<file path="src/rtl/pga_pkg.sv">
package pga_pkg;
  localparam int unsigned CODE_W    = 6;
  localparam int unsigned DATA_W    = 9;
  localparam int unsigned QDB_W     = 9;
  localparam int unsigned MUTE_BIT  = CODE_W;
  localparam int unsigned ZCEN_BIT  = CODE_W + 1;
  localparam int unsigned UPD_BIT   = CODE_W + 2;
  localparam int unsigned CFG_W     = CODE_W + 2;
  localparam int unsigned ZERO_CODE = 16;
  localparam int unsigned STEP_QDB  = 3;
  localparam int unsigned CH_N      = 2;
endpackage

</file>
<file path="src/rtl/pga_rst_sync.sv">
module pga_rst_sync #(
  parameter int unsigned STAGES = 2
) (
  input  logic clk,
  input  logic rst_n_i,
  output logic rst_n_o
);
  logic [STAGES-1:0] sync_q;

  always_ff @(posedge clk or negedge rst_n_i) begin
    if (!rst_n_i) sync_q <= '0;
    else          sync_q <= {sync_q[STAGES-2:0], 1'b1};
  end

  assign rst_n_o = sync_q[STAGES-1];
endmodule

</file>
<file path="src/rtl/pga_zc_det.sv">
module pga_zc_det #(
  parameter int unsigned SMP_W = 16
) (
  input  logic             clk,
  input  logic             rst_n,
  input  logic [SMP_W-1:0] smp,
  input  logic             smp_vld,
  output logic             zc_o
);
  logic sign_q, seen_q;
  logic sign_d, seen_d;
  logic is_zero, sign_flip;

  assign is_zero   = (smp == '0);
  assign sign_flip = seen_q && (smp[SMP_W-1] != sign_q);
  assign zc_o      = smp_vld && (is_zero || sign_flip);

  always_comb begin
    sign_d = sign_q;
    seen_d = seen_q;
    if (smp_vld) begin
      sign_d = smp[SMP_W-1];
      seen_d = 1'b1;
    end
  end

  always_ff @(posedge clk or negedge rst_n) begin
    if (!rst_n) begin
      sign_q <= 1'b0;
      seen_q <= 1'b0;
    end else if (smp_vld) begin
      sign_q <= sign_d;
      seen_q <= seen_d;
    end
  end
endmodule

</file>
<file path="src/rtl/pga_qdb.sv">
module pga_qdb
  import pga_pkg::*;
(
  input  logic [CODE_W-1:0] code,
  output logic [QDB_W-1:0]  qdb
);
  localparam logic [QDB_W-1:0] OFFSET = QDB_W'(STEP_QDB * ZERO_CODE);
  logic [QDB_W-1:0] ext;

  assign ext = {{(QDB_W-CODE_W){1'b0}}, code};
  assign qdb = (ext << 1) + ext - OFFSET;
endmodule

</file>
<file path="src/rtl/pga_chan.sv">
module pga_chan
  import pga_pkg::*;
#(
  parameter int unsigned SMP_W = 16
) (
  input  logic              clk,
  input  logic              rst_n,
  input  logic              wr_hit,
  input  logic [CFG_W-1:0]  wr_cfg,
  input  logic              upd,
  input  logic [SMP_W-1:0]  smp,
  input  logic              smp_vld,
  output logic [CODE_W-1:0] code_o,
  output logic [QDB_W-1:0]  qdb_o,
  output logic              mute_o,
  output logic              zcen_o
);
  localparam logic [CODE_W-1:0] RST_CODE = CODE_W'(ZERO_CODE);

  logic [CODE_W-1:0] pend_q, pend_d;
  logic [CODE_W-1:0] act_q, act_d;
  logic [CODE_W-1:0] tgt_q, tgt_d;
  logic              hold_q, hold_d;
  logic              mute_q, mute_d;
  logic              zcen_q, zcen_d;
  logic              act_en, tgt_en, hold_en;
  logic              zc_hit;

  pga_zc_det #(.SMP_W(SMP_W)) u_zc (
    .clk    (clk),
    .rst_n  (rst_n),
    .smp    (smp),
    .smp_vld(smp_vld),
    .zc_o   (zc_hit)
  );

  pga_qdb u_qdb (
    .code(act_q),
    .qdb (qdb_o)
  );

  // configuration next state
  always_comb begin
    pend_d = pend_q;
    mute_d = mute_q;
    zcen_d = zcen_q;
    if (wr_hit) begin
      pend_d = wr_cfg[CODE_W-1:0];
      mute_d = wr_cfg[MUTE_BIT];
      zcen_d = wr_cfg[ZCEN_BIT];
    end
  end

  // commit / deferred apply next state; update takes priority over a crossing
  always_comb begin
    act_d   = act_q;
    tgt_d   = tgt_q;
    hold_d  = hold_q;
    act_en  = 1'b0;
    tgt_en  = 1'b0;
    hold_en = 1'b0;
    if (upd) begin
      hold_en = 1'b1;
      if (zcen_d) begin
        tgt_en = 1'b1;
        tgt_d  = pend_d;
        hold_d = 1'b1;
      end else begin
        act_en = 1'b1;
        act_d  = pend_d;
        hold_d = 1'b0;
      end
    end else if (hold_q && zc_hit) begin
      act_en  = 1'b1;
      act_d   = tgt_q;
      hold_en = 1'b1;
      hold_d  = 1'b0;
    end
  end

  always_ff @(posedge clk or negedge rst_n) begin
    if (!rst_n) begin
      pend_q <= RST_CODE;
      mute_q <= 1'b0;
      zcen_q <= 1'b0;
    end else if (wr_hit) begin
      pend_q <= pend_d;
      mute_q <= mute_d;
      zcen_q <= zcen_d;
    end
  end

  always_ff @(posedge clk or negedge rst_n) begin
    if (!rst_n) act_q <= RST_CODE;
    else if (act_en) act_q <= act_d;
  end

  always_ff @(posedge clk or negedge rst_n) begin
    if (!rst_n) tgt_q <= RST_CODE;
    else if (tgt_en) tgt_q <= tgt_d;
  end

  always_ff @(posedge clk or negedge rst_n) begin
    if (!rst_n) hold_q <= 1'b0;
    else if (hold_en) hold_q <= hold_d;
  end

  assign code_o = act_q;
  assign mute_o = mute_q;
  assign zcen_o = zcen_q;


  pend_only_chk: assert property (@(posedge clk) disable iff (!rst_n)
    (wr_hit && !upd && !hold_q) |=> $stable(code_o));


  commit_now_chk: assert property (@(posedge clk) disable iff (!rst_n)
    (upd && !zcen_d) |=> (code_o == $past(pend_d)));


  mute_now_chk: assert property (@(posedge clk) disable iff (!rst_n)
    wr_hit |=> (mute_o == $past(wr_cfg[MUTE_BIT])));


  hold_keep_chk: assert property (@(posedge clk) disable iff (!rst_n)
    (hold_q && !upd && !zc_hit) |=> ($stable(code_o) && hold_q));


  qdb_zero_chk: assert property (@(posedge clk) disable iff (!rst_n)
    (code_o == RST_CODE) |-> (qdb_o == '0));
endmodule

</file>
<file path="src/rtl/stereo_pga_ctrl.sv">
module stereo_pga_ctrl
  import pga_pkg::*;
#(
  parameter int unsigned ADDR_W = 6,
  parameter int unsigned SMP_W  = 16,
  parameter int unsigned ADDR_L = 45,
  parameter int unsigned ADDR_R = 46
) (
  input  logic              clk,
  input  logic              rst_n,
  input  logic              wr_en,
  input  logic [ADDR_W-1:0] wr_addr,
  input  logic [DATA_W-1:0] wr_data,
  input  logic [ADDR_W-1:0] rd_addr,
  output logic [DATA_W-1:0] rd_data,
  input  logic [SMP_W-1:0]  smp_l,
  input  logic              smp_l_vld,
  input  logic [SMP_W-1:0]  smp_r,
  input  logic              smp_r_vld,
  output logic [CODE_W-1:0] gain_l,
  output logic [CODE_W-1:0] gain_r,
  output logic [QDB_W-1:0]  qdb_l,
  output logic [QDB_W-1:0]  qdb_r,
  output logic              mute_l,
  output logic              mute_r
);
  localparam logic [ADDR_W-1:0] CH_ADDR [CH_N] = '{ADDR_W'(ADDR_L), ADDR_W'(ADDR_R)};

  logic              rst_n_s;
  logic [CH_N-1:0]   hit;
  logic              upd;
  logic [SMP_W-1:0]  smp_a   [CH_N];
  logic [CH_N-1:0]   vld_a;
  logic [CODE_W-1:0] code_a  [CH_N];
  logic [QDB_W-1:0]  qdb_a   [CH_N];
  logic [CH_N-1:0]   mute_a;
  logic [CH_N-1:0]   zcen_a;

  pga_rst_sync #(.STAGES(2)) u_rst (
    .clk    (clk),
    .rst_n_i(rst_n),
    .rst_n_o(rst_n_s)
  );

  assign smp_a[0] = smp_l;
  assign smp_a[1] = smp_r;
  assign vld_a    = {smp_r_vld, smp_l_vld};
  assign upd      = (|hit) && wr_data[UPD_BIT];

  for (genvar ch = 0; ch < CH_N; ch++) begin : g_ch
    assign hit[ch] = wr_en && (wr_addr == CH_ADDR[ch]);

    pga_chan #(.SMP_W(SMP_W)) u_chan (
      .clk    (clk),
      .rst_n  (rst_n_s),
      .wr_hit (hit[ch]),
      .wr_cfg (wr_data[CFG_W-1:0]),
      .upd    (upd),
      .smp    (smp_a[ch]),
      .smp_vld(vld_a[ch]),
      .code_o (code_a[ch]),
      .qdb_o  (qdb_a[ch]),
      .mute_o (mute_a[ch]),
      .zcen_o (zcen_a[ch])
    );
  end

  always_comb begin
    rd_data = '0;
    for (int ch = 0; ch < CH_N; ch++) begin
      if (rd_addr == CH_ADDR[ch])
        rd_data = {1'b0, zcen_a[ch], mute_a[ch], code_a[ch]};
    end
  end

  assign gain_l = code_a[0];
  assign gain_r = code_a[1];
  assign qdb_l  = qdb_a[0];
  assign qdb_r  = qdb_a[1];
  assign mute_l = mute_a[0];
  assign mute_r = mute_a[1];


  upd_reads_zero_chk: assert property (@(posedge clk) disable iff (!rst_n_s)
    rd_data[UPD_BIT] == 1'b0);


  one_hit_chk: assert property (@(posedge clk) disable iff (!rst_n_s)
    $onehot0(hit));
endmodule

</file>
<file path="config.mk">
export PLATFORM = sky130hd
export DESIGN_NAME = stereo_pga_ctrl
export DESIGN_NICKNAME = d
export VERILOG_FILES = /design/src/rtl/pga_pkg.sv /design/src/rtl/pga_rst_sync.sv /design/src/rtl/pga_zc_det.sv /design/src/rtl/pga_qdb.sv /design/src/rtl/pga_chan.sv /design/src/rtl/stereo_pga_ctrl.sv
export SDC_FILE = /design/constraint.sdc
export NUM_CORES = 1
export LEC_CHECK = 0
export BUFFER_PORTS_ARGS = -buffer_cell sky130_fd_sc_hd__buf_2
export CAP_MARGIN = 20
export CELL_PAD_IN_SITES_DETAIL_PLACEMENT = 1
export CELL_PAD_IN_SITES_GLOBAL_PLACEMENT = 1
export CORE_AREA = 3 3 99 101
export CTS_BUF_LIST = sky130_fd_sc_hd__clkbuf_16
export DETAILED_ROUTE_END_ITERATION = 10
export DIE_AREA = 0 0 102 104
export GPL_ROUTABILITY_DRIVEN = 0
export PLACE_DENSITY = 0.73
export SYNTH_ARGS = -nofsm -noshare
export SYNTH_HDL_FRONTEND = slang
export SYNTH_SLANG_ARGS = --single-unit
</file>
<file path="constraint.sdc">
create_clock -name clk -period 2.3 [get_ports clk]
set_input_delay 0.46 -clock clk [delete_from_list [all_inputs] [get_ports clk]]
set_output_delay 0.46 -clock clk [all_outputs]
set_load 0.03 [all_outputs]
</file>
==> results of run 1 <==
[critical path: stages, from the launching register on]
cell and delay [ns]:
dfrtp_2 0.45, ha_4 0.26, ha_4 0.15, buf_4 0.13
a21o_1 0.15, a21o_1 0.20, a31oi_4 0.19, xnor2_2 0.14
buf_6 0.15
[stage by stage]
stage / std cells / setup slack [ns]
finish: 517 / -0.269
global route: 517 / -0.357
CTS: 516 / -0.279
detailed placement: 500 / -0.132
global placement: 500 / -0.0818
floorplan: 275 / -0.106
[layer usage]
metal	GRT usage, %	up-vias	wire length [um]
li1	-	1264	-
met1	20.0	1321	3690
met2	28.2	99	4260
met3	3.15	17	496
met4	4.87	0	219
met5	0	-	0
[worst min-delay path by stage]
stage / start / end / slack [ns] / cells after the start
floorplan: rst_n / u_rst.sync_q[0] / 0.16 / 0
global placement: u_rst.sync_q[1] / g_ch[1].u_chan.hold_q / 0.05 / 0
detailed placement: u_rst.sync_q[1] / g_ch[1].u_chan.hold_q / 0.05 / 0
CTS: u_rst.sync_q[1] / g_ch[1].u_chan.u_zc.sign_q / 0.06 / 0
global route: u_rst.sync_q[1] / g_ch[1].u_chan.hold_q / 0.07 / 0
finish: u_rst.sync_q[1] / g_ch[1].u_chan.hold_q / 0.06 / 0
[cells in the final DEF (no fill, tap or decap), drive strengths merged, types with 3 or more instances in the layout]
| cell type | Yosys | final |
|---|---|---|
| buf | 9 | 131 |
| dfrtp | 42 | 42 |
| inv | 30 | 30 |
| ha | 22 | 22 |
| mux2 | 18 | 18 |
| a21o | 16 | 16 |
| a211oi | 16 | 16 |
| a21boi | 13 | 13 |
| nor2 | 12 | 12 |
| a221oi | 12 | 12 |
| a22o | 8 | 8 |
| nor4 | 8 | 8 |
| dfstp | 6 | 6 |
| xnor2 | 6 | 6 |
| nand2 | 6 | 6 |
| nor3b | 6 | 6 |
| clkbuf | 0 | 5 |
| xor2 | 5 | 5 |
| a21oi | 5 | 5 |
| nand3b | 4 | 4 |
| o21bai | 3 | 3 |
[logic make-up after synthesis]
| group | after synthesis |
|---|---|
| XOR/XNOR | 11 |
| AND/OR/NAND/NOR | 50 |
| other | 2 |
| buffers and inverters | 39 |
| adder cells (fa/ha/maj) | 24 |
| multiplexers | 18 |
| flip-flops | 48 |
| AO/OA/AOI/OAI | 83 |
[cell usage after synthesis, drive strengths merged]
| cell type | number |
|---|---|
| ha | 22 |
| o31ai | 2 |
| conb | 2 |
| xnor2 | 6 |
| nor2 | 12 |
| nand4 | 2 |
| a21oi | 5 |
| o21bai | 3 |
| and4b | 1 |
| o31a | 1 |
| mux2 | 18 |
| dfrtp | 42 |
| a31oi | 1 |
| a221oi | 12 |
| xor2 | 5 |
| a211o | 2 |
| o2111a | 2 |
| nand2 | 6 |
| or2 | 2 |
| and4 | 1 |
| and3b | 2 |
| a211oi | 16 |
| and2 | 2 |
| a21boi | 13 |
| a22o | 8 |
| dfstp | 6 |
| nand4b | 2 |
| inv | 30 |
| nor3b | 6 |
| a21o | 16 |
| fa | 2 |
| o2111ai | 2 |
| nand2b | 2 |
| nor4 | 8 |
| buf | 9 |
| nand3b | 4 |
[flip-flops by register name, indices dropped and copies added, names as in the netlist]
| signal | count |
|---|---|
| g_ch.u_chan.code_o | 12 |
| g_ch.u_chan.pend_q | 12 |
| g_ch.u_chan.tgt_q | 12 |
| g_ch.u_chan.hold_q | 2 |
| g_ch.u_chan.mute_o | 2 |
| g_ch.u_chan.u_zc.seen_q | 2 |
| g_ch.u_chan.u_zc.sign_q | 2 |
| g_ch.u_chan.zcen_o | 2 |
| u_rst.sync_q | 2 |
[cell type report]
cell class / count / area share (%)
sequential: 48 / 27.2
timing repair buffer: 132 / 18.9
clock inverter: 3 / 0.418
clock buffer: 5 / 2.79
tap: 111 / 3.10
multi-input combinational: 188 / 45.0
inverter: 30 / 2.57
[power by group]
part / internal, mW / total [mW] / switching (mW)
Sequential: 0.965 / 1.05 / 0.0860
Clock: 0.399 / 0.706 / 0.307
Combinational: 1.22 / 2.64 / 1.42
Total: 2.58 / 4.39 / 1.81
[what timing repair did]
action                                  in CTS  in global routing
hold buffers                                 1                  0
pin swaps                                   23                  9
endpoints found under the hold margin        2                  0
endpoints found under the setup margin      12                 12
setup buffers                                7                  1
gates resized for setup                     38                  6
==> summary.md, run 1 <==
| Metric | Value |
|---|---|
| Worst Reg-to-Reg Cells | 4 |
| CTS H-tree lvls | 2 |
| Sum of routed wire length over all layers | 8660 um |
| Detailed-route via count | 2701 |
| Max Clock Skew | 0.00445 ns |
| Post-Syn Nets | 357 |
| Final TNS setup | -2.00 ns |
| Maximum number of buffers from clock root to sink | 2 |
| Pwr Total | 4.39 mW |
| Summed instance area of the synthesized netlist | 0.00313 mm^2 |
| Critical path capture point | qdb_r[7] |
| Library cell used as clock root buffer | clkbuf_16 |
| Highest ir drop seen on vdd | 0.581 mV |
| Final Net Count | 487 |
| Initial Util | 34.3% |
| Startpoint-to-endpoint class of the critical path | reg -> out |
| Vert. Die Dim | 104 um |
| Setup repair after global routing missed its margin | yes |
| Internal reg-to-reg setup slack | 0.71 ns |
| Critical register-to-register path startpoint | g_ch[1].u_chan.zcen_o |
| Slack of the critical path | -0.269 ns |
| Number of global-route vias before repair | 2866 |
| Largest cells by area after synthesis | dfrtp_1, ha_1, mux2_2 |
| TritonCTS clock tree | yes |
| Max Clock Freq | 389 MHz |
| PD cells | 979 mW/mm^2 |
| Share of the synthesized area in the top cell type | 33.6% |
| Chip Width | 102 um |
| Synth-to-layout area growth | 43.5% |
| Post-route clock period utilization | 112% |
| Post-detailed-route DRC marker count | 0 |
| Critical Path Sink Type | primary output |
| Normalized max-slew margin | 62.3% |
| Placed instance area | 0.00408 mm^2 |
| Final Util | 49.2% |
| Multi-input gate area in the final layout | 0.00202 mm^2 |
| Number of synthesized register bits | 48 |
| Layout cells sized above 1 | 58.9% |
| GRT Resource Usage Total | 16.2% |
| Per-instance average area after synthesis | 11.4 um^2 |
| Vias per cell | 5.22 |
| Number of clock buffers inserted by TritonCTS | 5 |
| Crit path required time | 1.84 ns |
| Class of the tightest hold or removal check | reg -> async |
| Finish-stage setup viols | 11 |
| Count of nets left with antenna violations after detail routing | 0 |
| DIE AREA | 0.0106 mm^2 |
| Library cell with the largest summed area after synthesis | dfrtp_1 |
| Core area | 0.00911 mm^2 |
| Crit path max fanout | 3 |
| Num Clock Sinks | 48 |
| Largest family of logic cells by synthesized area | compound AO/OA/AOI/OAI gates |
| Arrival time of data at the critical path endpoint | 2.11 ns |
| Overflow left after global routing | 0 |
| Mux share of post-synthesis cell area | 6.48% |
| Worst setup SP type | flop |
| Area of all sequential standard cells | 0.00122 mm^2 |
| Total count of hold-check failures in the final report | 0 |
| Register clock-pin slew on the reported worst setup and hold paths | 0.06 ns |
| Area share of xor/xnor cells in the synthesized design | 3.08% |
| Number of distinct library cell variants in the gate-level netlist after synthesis | 44 |
| Number of warning messages in the yosys log | 0 |
| Beginning of the critical path | g_ch[1].u_chan.code_o[2] |
| Antenna violations before repair | 0 |
| DPL Wire Length | 6840 um |
| Clk_lat worst skew | 0.29 ns |
| Synth Area in Adders | 10.1% |
| Diodes inserted | 0 |
| Number of violations reported at the end of detailed-routing iteration 0 | 96 |
| Cell count after synthesis | 275 |
| Maximum number of pins on one net before global-route repair | 44 |
| Synthesized-area fraction occupied by and/or/nand/nor cells | 12.4% |
| Sequential element share of the synthesized area | 38.7% |
| Worst Hold Margin | 0.0561 ns |
| Port bufs | 97 |
| Number of placement rows | 35 |
| Fillers | 999 |
| Final Max Tran Viols | 0 |
| Detailed Routing Iterations Pass 1 | 4 |
| Minimum clock period after layout | 2.57 ns |
| Tightest Pin Transition | 0.564 ns |
| Result of the run | complete, but fails checks |
| Worst flop-to-flop path endpoint | g_ch[1].u_chan.code_o[0] |
| First-pass GRT wire length | 13900 um |
| Compound-Gate Fraction of Synth Area | 22.7% |
| Io pins | 99 |
| Finished Cell Area | 0.00449 mm^2 |
| Routed length per instance | 16.8 um |
| Number of max-cap violations | 0 |
| Leakage | 2.11 nW |
| Violations in the final reports | negative setup slack |
Note: power is estimated with default switching activity, not from simulation.
==> run 2: changes to the inputs <==
--- a/config.mk
+++ b/config.mk
@@ -15,6 +15,7 @@
 export DIE_AREA = 0 0 102 104
 export GPL_ROUTABILITY_DRIVEN = 0
 export PLACE_DENSITY = 0.73
+export SETUP_SLACK_MARGIN = 0.5
 export SYNTH_ARGS = -nofsm -noshare
 export SYNTH_HDL_FRONTEND = slang
 export SYNTH_SLANG_ARGS = --single-unit
==> summary.md, run 2 (synthesis results as in run 1) <==
| Metric | Value |
|---|---|
| Initial Util | 34.3% |
| Class of the tightest hold or removal check | reg -> async |
| Total count of hold-check failures in the final report | 0 |
| Post-Place Setup Slack | -0.115 ns |
| Overflow left after global routing | 0 |
| Number of clock buffers inserted by TritonCTS | 5 |
| TritonCTS clock tree | yes |
| GRT Resource Usage Total | 17.6% |
| Highest ir drop seen on vdd | 0.509 mV |
| Total routed wire length on the met1 layer | 3940 um |
| DIE AREA | 0.0106 mm^2 |
| Fraction of power spent switching nets | 41.2% |
| Library cell used as clock root buffer | clkbuf_16 |
| Normalized max-slew margin | 66.0% |
| Detailed-route via count | 2701 |
| First-pass GRT wire length | 15000 um |
| Highest routed layer | met4 |
| DPL Wire Length | 6950 um |
| Vert. Die Dim | 104 um |
| Final Util | 51.8% |
| Core area | 0.00911 mm^2 |
| Layout cells sized above 1 | 62.4% |
| Number of global-route vias before repair | 2951 |
| Share of total power in sequential cells | 23.3% |
| Port bufs | 97 |
| Number of max-cap violations | 0 |
| PD cells | 972 mW/mm^2 |
| Number of placement rows | 35 |
| Diodes inserted | 0 |
| Chip Width | 102 um |
| Vias per cell | 5.16 |
| Logic gate share of total power | 61.2% |
| Placed insts | 504 |
| Detailed Routing Iterations Pass 1 | 4 |
| Io pins | 99 |
| Top library cells by usage in the layout, fill and taps aside | buf_2, buf_4, dfrtp_1, buf_6, inv_1 |
| Internal reg-to-reg setup slack | 0.67 ns |
| Leakage | 2.23 nW |
| Slack of the critical path | -0.274 ns |
| Met3 wire length | 517 um |
| Register clock-pin slew on the reported worst setup and hold paths | 0.07 ns |
| Finish-stage setup viols | 11 |
| Pwr Total | 4.59 mW |
| Length of routed met2 wiring | 4460 um |
| Sum of routed wire length over all layers | 9010 um |
| Clk_lat worst skew | 0.28 ns |
| Violations in the final reports | negative setup slack |
| Maximum number of pins on one net before global-route repair | 26 |
| Max Clock Freq | 388 MHz |
| Startpoint-to-endpoint class of the critical path | reg -> out |
| Routed length per instance | 17.2 um |
| Minimum clock period after layout | 2.57 ns |
| Switching component of the power | 1.89 mW |
| Number of violations reported at the end of detailed-routing iteration 0 | 69 |
| Crit path max fanout | 4 |
| Antenna violations before repair | 0 |
| Result of the run | complete, but fails checks |
| Maximum number of buffers from clock root to sink | 2 |
| Num Clock Sinks | 48 |
| Count of nets left with antenna violations after detail routing | 0 |
| Final TNS setup | -2.08 ns |
| Worst setup SP type | flop |
| Final Instance Count excl. Fillers | 523 |
| Setup repair after global routing missed its margin | yes |
| Cell-internal power | 2.70 mW |
| Critical Path Sink Type | primary output |
| Crit path required time | 1.84 ns |
| Share of power burned in the clock network | 15.5% |
| Fillers | 967 |
| Synth-to-layout area growth | 51.0% |
| Most common library cell in the layout ignoring fill and taps | buf_2 |
| Max Clock Skew | 0.00524 ns |
| CTS H-tree lvls | 2 |
| Final Max Tran Viols | 0 |
| Post-detailed-route DRC marker count | 0 |
| Final Net Count | 493 |
| Post-route clock period utilization | 112% |
| Arrival time of data at the critical path endpoint | 2.11 ns |
| Tightest Pin Transition | 0.510 ns |
-- run 2: changes by cell type in the layout (fill, tap and decap cells not counted), moves of 2 or more --
cell and delta:
clkinvlp_4 -2, a211oi_4 +2, a211oi_2 -2, dfrtp_2 +2, a22o_4 +8, nor3b_4 +2
buf_4 +4, a22o_1 -8, buf_6 +13, dfrtp_1 -2, buf_2 -11, nor3b_2 -2
-- run 2: power groups by stage --
stage | clock [mW] | combinational [mW] | sequential [mW]
after detailed placement | 0 | 2.30 | 1.08
final | 0.712 | 2.81 | 1.07
after global routing | 0.762 | 3.03 | 1.09
after CTS | 0.726 | 2.75 | 1.07
after floorplan | 0 | 1.48 | 1.23
after global placement | 0 | 2.25 | 1.07
-- run 2: worst paths after layout --
kind / startpoint / end / cells past startpoint
setup / recovery: g_ch[0].u_chan.code_o[1] / qdb_l[6] / 8
hold reg to reg: u_rst.sync_q[1] / g_ch[0].u_chan.u_zc.sign_q / 0
min in group clk: u_rst.sync_q[0] / u_rst.sync_q[1] / 0
setup reg to reg: g_ch[1].u_chan.zcen_o / g_ch[1].u_chan.code_o[1] / 4
hold / removal: u_rst.sync_q[1] / g_ch[0].u_chan.u_zc.sign_q / 0
max in group asynchronous: u_rst.sync_q[1] / g_ch[1].u_chan.tgt_q[4] / 1
-- run 2: metrics by stage --
step           hold slack, ns  instance area [um^2]
6_report                0.242                  4720
3_3_place_gp            0.247                  4220
2_1_floorplan           0.164                  3440
5_1_grt                 0.290                  4720
3_5_place_dp            0.248                  4220
4_1_cts                 0.260                  4650
-- run 2: per-layer routing --
layer | global-route usage, % | vias to the layer above
li1 | - | 1284
met1 | 22.8 | 1309
met2 | 30.1 | 100
met3 | 3.29 | 8
met4 | 3.94 | 0
met5 | 0 | -
-- run 2: critical path, stage by stage (launching register included) --
cell,delay [ns]
dfrtp_2,0.45
ha_4,0.26
ha_4,0.16
fa_2,0.37
nand2_4,0.07
nand2b_1,0.07
a21oi_2,0.16
xor2_2,0.15
buf_6,0.14
-- run 2: final cells by class --
class                           count  area, um^2  share of cell area [%]
Tap cell                          111         139                    2.94
Multi-Input combinational cell    188        2130                    45.1
Sequential cell                    48        1220                    25.9
Clock inverter                      3        17.5                   0.371
Inverter                           30         118                    2.49
Timing Repair Buffer              138         971                    20.6
Clock buffer                        5         125                    2.65
-- run 2: what timing repair did --
action                                 in CTS  in global routing
setup endpoints to repair                  22                 30
buffers inserted                            6                  4
cloned                                      0                  0
pin swaps                                  28                  7
hold buffers                                1                  0
endpoints found under the hold margin       2                  0
gates resized for setup                    60                  7
